`src/rtl/dbgsc_pkg.sv`:
```
package dbgsc_pkg;
  localparam int ADDR_W  = 7;
  localparam int DATA_W  = 32;
  localparam int CHAIN_W = 1 + DATA_W + ADDR_W;

  localparam int VCR_ADDR = 7;
  localparam int BVR_BASE = 64;
  localparam int BCR_BASE = 80;
  localparam int WVR_BASE = 96;
  localparam int WCR_BASE = 112;

  // chain layout: address at the top, write/ready flag at bit 0
  typedef struct packed {
    logic [ADDR_W-1:0] addr;
    logic [DATA_W-1:0] data;
    logic              wr;
  } dbgsc_req_t;
endpackage

```
`src/rtl/dbgsc_shift.sv`:
```
module dbgsc_shift
  import dbgsc_pkg::*;
(
  input  logic               clk,
  input  logic               rst_n,
  input  logic               capture,
  input  logic               shift,
  input  logic               tdi,
  input  logic [CHAIN_W-1:0] cap_word,
  output logic [CHAIN_W-1:0] sr_q,
  output logic               tdo
);
  logic [CHAIN_W-1:0] sr_d;
  logic               sr_en;

  assign sr_en = capture | shift;

  always_comb begin
    sr_d = sr_q;
    if (capture)    sr_d = cap_word;
    else if (shift) sr_d = {tdi, sr_q[CHAIN_W-1:1]};
  end

  always_ff @(posedge clk or negedge rst_n) begin
    if (!rst_n)     sr_q <= '0;
    else if (sr_en) sr_q <= sr_d;
  end

  assign tdo = sr_q[0];
endmodule

```
`src/rtl/dbgsc_busy.sv`:
```
module dbgsc_busy #(
  parameter int BUSY_CYCLES = 3
) (
  input  logic clk,
  input  logic rst_n,
  input  logic start,
  output logic ready
);
  generate
    if (BUSY_CYCLES == 0) begin : g_nobusy
      assign ready = 1'b1;
    end else begin : g_cnt
      localparam int CNT_W = $clog2(BUSY_CYCLES + 1);
      logic [CNT_W-1:0] cnt_q, cnt_d;
      logic             cnt_en;

      assign cnt_en = start | (cnt_q != '0);

      always_comb begin
        cnt_d = cnt_q;
        if (start)              cnt_d = CNT_W'(BUSY_CYCLES);
        else if (cnt_q != '0)   cnt_d = cnt_q - 1'b1;
      end

      always_ff @(posedge clk or negedge rst_n) begin
        if (!rst_n)      cnt_q <= '0;
        else if (cnt_en) cnt_q <= cnt_d;
      end

      assign ready = (cnt_q == '0);
    end
  endgenerate
endmodule

```
`src/rtl/dbgsc_unit.sv`:
```
module dbgsc_unit
  import dbgsc_pkg::*;
#(
  parameter int VAL_ADDR = 64,
  parameter int CTL_ADDR = 80
) (
  input  logic              clk,
  input  logic              rst_n,
  input  logic              we,
  input  logic [ADDR_W-1:0] addr,
  input  logic [DATA_W-1:0] wdata,
  output logic [DATA_W-1:0] val_q,
  output logic [DATA_W-1:0] ctl_q
);
  logic val_en, ctl_en;

  assign val_en = we && (addr == ADDR_W'(VAL_ADDR));
  assign ctl_en = we && (addr == ADDR_W'(CTL_ADDR));

  always_ff @(posedge clk or negedge rst_n) begin
    if (!rst_n)      val_q <= '0;
    else if (val_en) val_q <= wdata;
  end

  always_ff @(posedge clk or negedge rst_n) begin
    if (!rst_n)      ctl_q <= '0;
    else if (ctl_en) ctl_q <= wdata;
  end
endmodule

```
`src/rtl/dbgsc_bank.sv`:
```
module dbgsc_bank
  import dbgsc_pkg::*;
#(
  parameter int NUM_BP = 16,
  parameter int NUM_WP = 16
) (
  input  logic              clk,
  input  logic              rst_n,
  input  logic              we,
  input  logic [ADDR_W-1:0] addr,
  input  logic [DATA_W-1:0] wdata,
  output logic [DATA_W-1:0] rdata,
  output logic [NUM_BP-1:0] bp_en,
  output logic [NUM_WP-1:0] wp_en,
  output logic [DATA_W-1:0] vcatch
);
  logic [DATA_W-1:0] bp_val [NUM_BP];
  logic [DATA_W-1:0] bp_ctl [NUM_BP];
  logic [DATA_W-1:0] wp_val [NUM_WP];
  logic [DATA_W-1:0] wp_ctl [NUM_WP];
  logic [DATA_W-1:0] vcr_q;
  logic              vcr_en;

  generate
    for (genvar g = 0; g < NUM_BP; g++) begin : g_bp
      dbgsc_unit #(.VAL_ADDR(BVR_BASE + g), .CTL_ADDR(BCR_BASE + g)) u_unit (
        .clk(clk), .rst_n(rst_n), .we(we), .addr(addr), .wdata(wdata),
        .val_q(bp_val[g]), .ctl_q(bp_ctl[g]));
      assign bp_en[g] = bp_ctl[g][0];
    end
    for (genvar g = 0; g < NUM_WP; g++) begin : g_wp
      dbgsc_unit #(.VAL_ADDR(WVR_BASE + g), .CTL_ADDR(WCR_BASE + g)) u_unit (
        .clk(clk), .rst_n(rst_n), .we(we), .addr(addr), .wdata(wdata),
        .val_q(wp_val[g]), .ctl_q(wp_ctl[g]));
      assign wp_en[g] = wp_ctl[g][0];
    end
  endgenerate

  assign vcr_en = we && (addr == ADDR_W'(VCR_ADDR));

  always_ff @(posedge clk or negedge rst_n) begin
    if (!rst_n)      vcr_q <= '0;
    else if (vcr_en) vcr_q <= wdata;
  end

  assign vcatch = vcr_q;

  // read mux; unmapped addresses fall through to zero
  always_comb begin
    rdata = '0;
    if (addr == ADDR_W'(VCR_ADDR)) rdata = vcr_q;
    for (int i = 0; i < NUM_BP; i++) begin
      if (addr == ADDR_W'(BVR_BASE + i)) rdata = bp_val[i];
      if (addr == ADDR_W'(BCR_BASE + i)) rdata = bp_ctl[i];
    end
    for (int i = 0; i < NUM_WP; i++) begin
      if (addr == ADDR_W'(WVR_BASE + i)) rdata = wp_val[i];
      if (addr == ADDR_W'(WCR_BASE + i)) rdata = wp_ctl[i];
    end
  end
endmodule

```
`src/rtl/dbg_reg_scan_chain.sv`:
```
module dbg_reg_scan_chain
  import dbgsc_pkg::*;
#(
  parameter int NUM_BP      = 16,
  parameter int NUM_WP      = 16,
  parameter int BUSY_CYCLES = 3
) (
  input  logic              tck,
  input  logic              trst_n,
  input  logic              capture_dr,
  input  logic              shift_dr,
  input  logic              update_dr,
  input  logic              tdi,
  output logic              tdo,
  output logic [NUM_BP-1:0] bp_enable,
  output logic [NUM_WP-1:0] wp_enable,
  output logic [DATA_W-1:0] vcatch
);
  logic [1:0]         rst_sync_q;
  logic               rst_n;
  logic [CHAIN_W-1:0] sr_q;
  logic [CHAIN_W-1:0] cap_word;
  dbgsc_req_t         req;
  logic               rdy;
  logic               do_req;
  logic [DATA_W-1:0]  rdata;
  logic               cap_rdy_q, cap_rdy_d, cap_rdy_en;
  logic [ADDR_W-1:0]  cap_addr_q, cap_addr_d;
  logic [DATA_W-1:0]  cap_data_q, cap_data_d;

  // asynchronous assertion, release after two tck edges
  always_ff @(posedge tck or negedge trst_n) begin
    if (!trst_n) rst_sync_q <= 2'b00;
    else         rst_sync_q <= {rst_sync_q[0], 1'b1};
  end
  assign rst_n = rst_sync_q[1];

  assign cap_word = {cap_addr_q, cap_data_q, rdy};

  dbgsc_shift u_shift (
    .clk(tck), .rst_n(rst_n), .capture(capture_dr), .shift(shift_dr),
    .tdi(tdi), .cap_word(cap_word), .sr_q(sr_q), .tdo(tdo));

  assign req    = sr_q;
  assign do_req = update_dr && cap_rdy_q;

  dbgsc_busy #(.BUSY_CYCLES(BUSY_CYCLES)) u_busy (
    .clk(tck), .rst_n(rst_n), .start(do_req), .ready(rdy));

  dbgsc_bank #(.NUM_BP(NUM_BP), .NUM_WP(NUM_WP)) u_bank (
    .clk(tck), .rst_n(rst_n), .we(do_req && req.wr), .addr(req.addr),
    .wdata(req.data), .rdata(rdata), .bp_en(bp_enable), .wp_en(wp_enable),
    .vcatch(vcatch));

  // ready seen at capture gates the following update
  assign cap_rdy_en = capture_dr | update_dr;
  always_comb begin
    cap_rdy_d = cap_rdy_q;
    if (capture_dr)     cap_rdy_d = rdy;
    else if (update_dr) cap_rdy_d = 1'b0;
  end

  always_ff @(posedge tck or negedge rst_n) begin
    if (!rst_n)          cap_rdy_q <= 1'b0;
    else if (cap_rdy_en) cap_rdy_q <= cap_rdy_d;
  end

  // result of the performed request, returned by the next capture
  always_comb begin
    cap_addr_d = req.addr;
    cap_data_d = req.wr ? req.data : rdata;
  end

  always_ff @(posedge tck or negedge rst_n) begin
    if (!rst_n) begin
      cap_addr_q <= '0;
      cap_data_q <= '0;
    end else if (do_req) begin
      cap_addr_q <= cap_addr_d;
      cap_data_q <= cap_data_d;
    end
  end
endmodule


```
`config.mk`:
```
export PLATFORM = sky130hd
export DESIGN_NAME = dbg_reg_scan_chain
export DESIGN_NICKNAME = d
export VERILOG_FILES = /design/src/rtl/dbgsc_pkg.sv /design/src/rtl/dbgsc_shift.sv /design/src/rtl/dbgsc_busy.sv /design/src/rtl/dbgsc_unit.sv /design/src/rtl/dbgsc_bank.sv /design/src/rtl/dbg_reg_scan_chain.sv
export SDC_FILE = /design/constraint.sdc
export NUM_CORES = 2
export LEC_CHECK = 0
export ABC_CLOCK_PERIOD_IN_PS = 95900
export BUFFER_PORTS_ARGS = -buffer_cell sky130_fd_sc_hd__buf_2
export CAP_MARGIN = 20
export CORE_MARGIN = 4
export CORE_UTILIZATION = 60
export CTS_CLUSTER_SIZE = 28
export DETAILED_ROUTE_END_ITERATION = 8
export PLACE_DENSITY = 0.76
export SYNTH_ARGS = -nofsm -noshare
export SYNTH_HDL_FRONTEND = slang
export SYNTH_SLANG_ARGS = --single-unit
```
`constraint.sdc`:
```
create_clock -name tck -period 95.9 [get_ports tck]
set_input_delay 9.59 -clock tck [delete_from_list [all_inputs] [get_ports tck]]
set_output_delay 9.59 -clock tck [all_outputs]
set_load 0.02 [all_outputs]
```
* After elaboration in Yosys (flattened, before gate mapping)
Index checks and enable logic that the tools add are counted.
** Operators by class
- Add/subtract/negate cells :: 1
- Eq/ne operators :: 65
- Multiplexer cells :: 72
- Bitwise logic cells :: 3
- Reductions and logical operators :: 75
** Operators by type and width (count)
- $mux 32 :: 66
- $eq 7x7->1 const B :: 64
- $mux 40 :: 2
- $logic_and 1x1->1 :: 67
- $reduce_bool 2->1 :: 4
- $eq 7x3->1 const B :: 1
- $reduce_and 2->1 :: 3
- $mux 2 :: 2
- $or 1x1->1 :: 3
- $logic_not 2->1 :: 1
- $mux 1 :: 2
- $sub 2x1->2 const B :: 1
** Storage, ports and cells
- Register bits after elaboration :: 2164
- Output and inout port bits :: 65
- Word-level logic and storage cells :: 287

* Longest topological paths before layout
- Depth after elaboration :: 67
- Mapped depth :: 13
- Mapped depth without buffers :: 7

* Cells and area by module
A second synthesis with hierarchy kept.
** Second synthesis, totals
- Cells, all modules :: 7586
- Area, all modules :: 103654.4 um^2
** By module, submodules not included
- dbgsc_bank :: instances 1, cells each 2792, area an instance 18577.8 um^2
- dbgsc_unit (u_bank.g_wp[10].u_unit ...) :: instances 5, cells each 139, area an instance 2458.6 um^2
- dbgsc_unit (u_bank.g_wp[1].u_unit ...) :: instances 4, cells each 139, area an instance 2701.3 um^2
- dbgsc_unit (u_bank.g_bp[10].u_unit ...) :: instances 4, cells each 138, area an instance 2680.1 um^2
- dbgsc_unit (u_bank.g_bp[1].u_unit ...) :: instances 4, cells each 139, area an instance 2447.3 um^2
- dbgsc_unit (u_bank.g_bp[11].u_unit ...) :: instances 2, cells each 138, area an instance 2678.8 um^2
- dbgsc_unit (u_bank.g_wp[13].u_unit ...) :: instances 2, cells each 139, area an instance 2521.2 um^2
- dbgsc_unit (u_bank.g_bp[12].u_unit ...) :: instances 2, cells each 139, area an instance 2461.1 um^2
- dbgsc_unit (u_bank.g_bp[13].u_unit ...) :: instances 2, cells each 139, area an instance 2457.4 um^2
- dbgsc_unit (u_bank.g_wp[11].u_unit ...) :: instances 2, cells each 139, area an instance 2454.9 um^2
- dbgsc_unit (u_bank.g_wp[3].u_unit) :: instances 1, cells each 139, area an instance 2532.4 um^2
- dbgsc_unit (u_bank.g_bp[15].u_unit) :: instances 1, cells each 140, area an instance 2522.4 um^2
- dbgsc_unit (u_bank.g_bp[0].u_unit) :: instances 1, cells each 139, area an instance 2448.6 um^2
- dbgsc_unit (u_bank.g_wp[15].u_unit) :: instances 1, cells each 139, area an instance 2443.6 um^2
- 4 more rows

* Worst setup path after synthesis
OpenSTA, ideal clock, no wires.
- Path kind :: input port to flip-flop
- Start point :: in update_dr
- End point :: reg u_bank.g_bp[0].u_unit.ctl_q[10]
- Arrival time :: 11054 ps
- Required time :: 95775 ps
- Path slack :: 84721 ps
- Stages on the path :: 6
- Path buffers :: 2
- Cell sequence :: nand3_1 > clkbuf_1 > nor2_1 > nand2_1 > buf_1 > mux2_2
** Between the ends
- Cells in the longest elaborated chain, start to end :: 3
** RTL lines
- start: declaration :: RTL line dbg_reg_scan_chain.sv:12 : input logic update_dr,
- $logic_and 1x1->1 :: RTL line dbg_reg_scan_chain.sv:45 : assign do_req = update_dr && cap_rdy_q;
- $logic_and 1x1->1 :: RTL line dbg_reg_scan_chain.sv:51 : .clk(tck), .rst_n(rst_n), .we(do_req && req.wr), .addr(req.addr),
- $logic_and 1x1->1 :: RTL line dbgsc_unit.sv:18 : assign ctl_en = we && (addr == ADDR_W'(CTL_ADDR));
- end signal: assignment :: RTL line dbgsc_unit.sv:27 : else if (ctl_en) ctl_q <= wdata;
- end: declaration :: RTL line dbgsc_unit.sv:13 : output logic [DATA_W-1:0] ctl_q
Every way passes these cells.
A chain may end at the register's enable or synchronous reset.

* Worst setup path in the final report
- Start point :: in update_dr
- End point :: reg cap_data_q[26]
** Between the ends
- Cells in the longest elaborated chain, start to end :: 1
** RTL lines
- $logic_and 1x1->1 :: RTL line dbg_reg_scan_chain.sv:45
- end signal: assignment :: RTL line dbg_reg_scan_chain.sv:80 : cap_data_q <= cap_data_d;
- end: declaration :: RTL line dbg_reg_scan_chain.sv:29 : logic [DATA_W-1:0] cap_data_q, cap_data_d;
Every way passes these cells.

==> run_results.csv <==
group,metric,value,unit
yosys,synth-seq-cells,2164,
clocking,root_buffer,"clkbuf_16",
timing,timing_hold_violations_final,0,
global_routing,grt_max_degree,188,
critical_path,r2r-end,"cap_data_q[16]",
yosys,syn_area,99500,µm²
yosys,synthesis.nets,7945,
routing,drc_errors,0,
floorplanning,start_util,60.3,%
global_routing,grt_pass1_vias,71912,
yosys,yosys_warnings,0,
floorplanning,core-area,165000,µm²
power,p_int,0.00146,W
yosys,synth-edff-count,0,
timing,layout_min_cycle_time,11.77,ns
yosys,synth_cells,7938,
global_routing,grtUsageTotal,36.6,%
place,portBuffers,70,
power,p_leak,51.9,nW
timing,clock_skew,0.0259,ns
timing,clock.fmax,85.0,MHz
timing,post-route-period-util,12.3,%
yosys,synthMuxAreaShare,25.4,%
power,switching_share,28.1,%
routing,wirelength,321000,µm
clocking,cts_buffers,211,
clocking,cts_resized,0,
routing,drtIter0Drc,9221,
power,p_switching,0.000572,W
critical_path,critPathRequiredTime,96.62,ns
routing,num_vias,71362,
floorplanning,die_h,415,µm
power,p_per_area,18.8,nW/µm²
floorplanning,rows,149,
yosys,avgSynthCellArea,12.5,µm²
hold_path,min_from,"rst_sync_q[0]",
clocking,clk_latency,0.87,ns
critical_path,end_kind,"register",
hold_path,hold_class,"register to register",
floorplanning,dieArea,172000,µm²
yosys,ys_seq_area_share,54.4,%
global_routing,grt_pass1_wl,475000,µm
yosys,synth_fa_ha_area_share,0.0126,%
power,p_clk_share,41.8,%
critical_path,crit_start,"update_dr",
yosys,synth.distinct_cells,87,
yosys,synth-main-ff-cell,"dfrtp_1",
power,comb_power_share,12.5,%
cells_and_area,drive_above_1_share,37.7,%
routing,wl_per_cell,32.2,µm
cells_and_area,syn_to_final_growth,9.16,%
floorplanning,die_x,415,µm
routing,drt_pass1_iterations,9,
power,p_total,0.00204,W
timing,fin_setup_tns,0,ns
place,routabilityCongestion,0.953,
critical_path,path_class,"primary input to register",
routing,via_per_inst,7.16,
critical_path,reg2reg_from,"u_shift.sr_q[37]",
yosys,yosys.area_share.xor_xnor,0.0176,%
timing,worst_pin_slew,1.36,ns
timing,layout_setup_ws,84.13,ns
clocking,holdBufCountCts,0,
status,outcome,"finished, final reports clean",
critical_path,crit_path_start_kind,"primary input",
clocking,cts_setup_buffers,0,
clocking,clkTransAtPathRegs,0.07,ns
power,pwr-share-seq,45.7,%
timing,max_slew_margin,8.39,%
yosys,async_flop_share,100,%
clocking,clkSinkCount,2164,
power,irDropWorstVdd,0.0000198,V
yosys,synth_compound_area_share,11.1,%
job,drv_cap,0,
yosys,synth_top_family_by_area,"multiplexers",
place,dp_hpwl,188000,µm
clocking,h-tree-depth,4,
place,pre_cts_ws,83.43,ns
timing,hold_ws,0.351,ns
cells_and_area,final_nets,7603,
global_routing,grt_overflow,0,
floorplanning,pin_count,71,
routing,ant_nets,0,
clocking,tritoncts,"built",
timing,finalSetupViolCount,0,
critical_path,r2r_setup_slack,90.14,ns
timing,rsz0062_at_grt,"no",
critical_path,crit_fanout,28,
timing,slew_viol_final,0,
yosys,yosys.area_share.simple,5.10,%
critical_path,r2r_cells,8,
critical_path,cp-endpoint,"cap_data_q[26]",
global_routing,antenna_found_initial,21,
critical_path,cp.arrival,12.49,ns
cells_and_area,finish.utilization,65.9,%
clocking,cts_buffer_depth,3,
==> area by class of cell <==
type	count	area, µm²
fillers	11989	56200
flip-flops and latches	2164	54200
multi-input cells	4893	42100
clock buffers	327	6430
well taps	2189	2740
repair buffers	321	2380
clock inverters	64	678
inverters	5	18.8
diodes	7	17.5
==> per-stage QoR <==
step                area [µm²]  cells
finish                  109000   9970
floorplan                99500   7938
global route            109000   9963
detailed placement      101000   9561
CTS                     108000   9952
global placement        101000   9552
==> cells by family (layout without fill, tap and decap cells) <==
family,count (synthesis),after routing
XOR/XNOR,2,2
AND/OR/NAND/NOR,981,981
AO/OA/AOI/OAI,1658,1658
buffers and inverters,881,717
adder cells (fa/ha/maj),1,1
flip-flops,2164,2164
other,1,8
multiplexers,2250,2250
==> critical path, cell delays in order <==
cell       delay [ns]
buf_2            0.15
nand2_1          0.51
nor2_4           1.10
nand4_1          0.24
a221oi_1         0.38
o2111ai_1        0.19
o22a_1           0.20
a21boi_1         0.12
==> registers in the layout (all words and copies together), names as in the netlist <==
register,count
cap_rdy_q,1
u_shift.sr_q,40
u_bank.vcatch,32
cap_data_q,32
u_bank.g_wp.u_unit.ctl_q,512
rst_sync_q,2
u_bank.g_bp.u_unit.val_q,512
u_bank.g_wp.u_unit.val_q,512
u_bank.g_bp.u_unit.ctl_q,512
cap_addr_q,7
u_busy.g_cnt.cnt_q,2
==> power groups by stage <==
stage | Combinational [W] | Clock (W) | Sequential [W]
after detailed placement | 0.000242 | 0 | 0.000947
final | 0.000255 | 0.000851 | 0.000931
after CTS | 0.000244 | 0.000855 | 0.000930
after global placement | 0.000238 | 0 | 0.000947
after floorplan | 0.000133 | 0 | 0.000957
after global routing | 0.000263 | 0.000893 | 0.000931
==> routing by layer <==
layer	track usage (%)	wire [µm]	vias to the layer above
met5	0	167	-
met4	16.6	15700	24
met2	52.2	137000	4331
met3	13.3	42200	779
li1	-	-	28749
met1	50.5	127000	37479
==> worst min path at each step <==
stage | endpoint | slack (ns) | cells past startpoint
finish | rst_sync_q[1] | 0.35 | 0
global route | rst_sync_q[1] | 0.36 | 0
CTS | rst_sync_q[1] | 0.35 | 0
detailed placement | rst_sync_q[1] | 0.34 | 0
global placement | rst_sync_q[1] | 0.33 | 0
floorplan | rst_sync_q[1] | 0.33 | 0
==> synthesized netlist by cell type, types with 7 or more instances <==
master | n | share of area [%]
a2111oi_0 | 59 | 0.52
a211oi_1 | 90 | 0.68
a21o_1 | 27 | 0.20
a21oi_1 | 324 | 1.6
a221o_1 | 30 | 0.30
a221oi_1 | 38 | 0.33
a222oi_1 | 28 | 0.28
a22o_1 | 58 | 0.51
a22oi_1 | 199 | 1.5
a31o_1 | 14 | 0.12
a31o_2 | 13 | 0.11
a31oi_1 | 14 | 0.088
a32oi_1 | 10 | 0.088
and3_1 | 7 | 0.044
buf_1 | 42 | 0.16
buf_2 | 282 | 1.4
buf_4 | 49 | 0.37
clkbuf_1 | 498 | 1.9
dfrtp_1 | 2164 | 54
mux2_1 | 62 | 0.70
mux2_2 | 2079 | 24
mux2i_1 | 106 | 1.1
nand2_1 | 239 | 0.90
nand3_1 | 213 | 1.1
nand4_1 | 62 | 0.39
nor2_1 | 195 | 0.74
nor2b_1 | 36 | 0.23
nor3_1 | 41 | 0.21
nor4_1 | 33 | 0.21
o211ai_1 | 41 | 0.31
o21ai_0 | 268 | 1.3
o21ai_1 | 7 | 0.035
o221ai_1 | 34 | 0.30
o22ai_1 | 304 | 1.9
o31ai_1 | 35 | 0.26
o32ai_1 | 32 | 0.28
or3_1 | 27 | 0.17
or4_1 | 29 | 0.22
or4b_1 | 27 | 0.27
==> cell usage in the layout (no fill, tap or decap), drive strengths merged, types with 199 or more instances in the layout <==
cell type     n
nand2       242
nand3       213
a22oi       199
o21ai       275
o22ai       305
nor2        200
clkbuf      329
a21oi       324
mux2       2141
buf         319
dfrtp      2164
(Power assumes the default switching activity.)
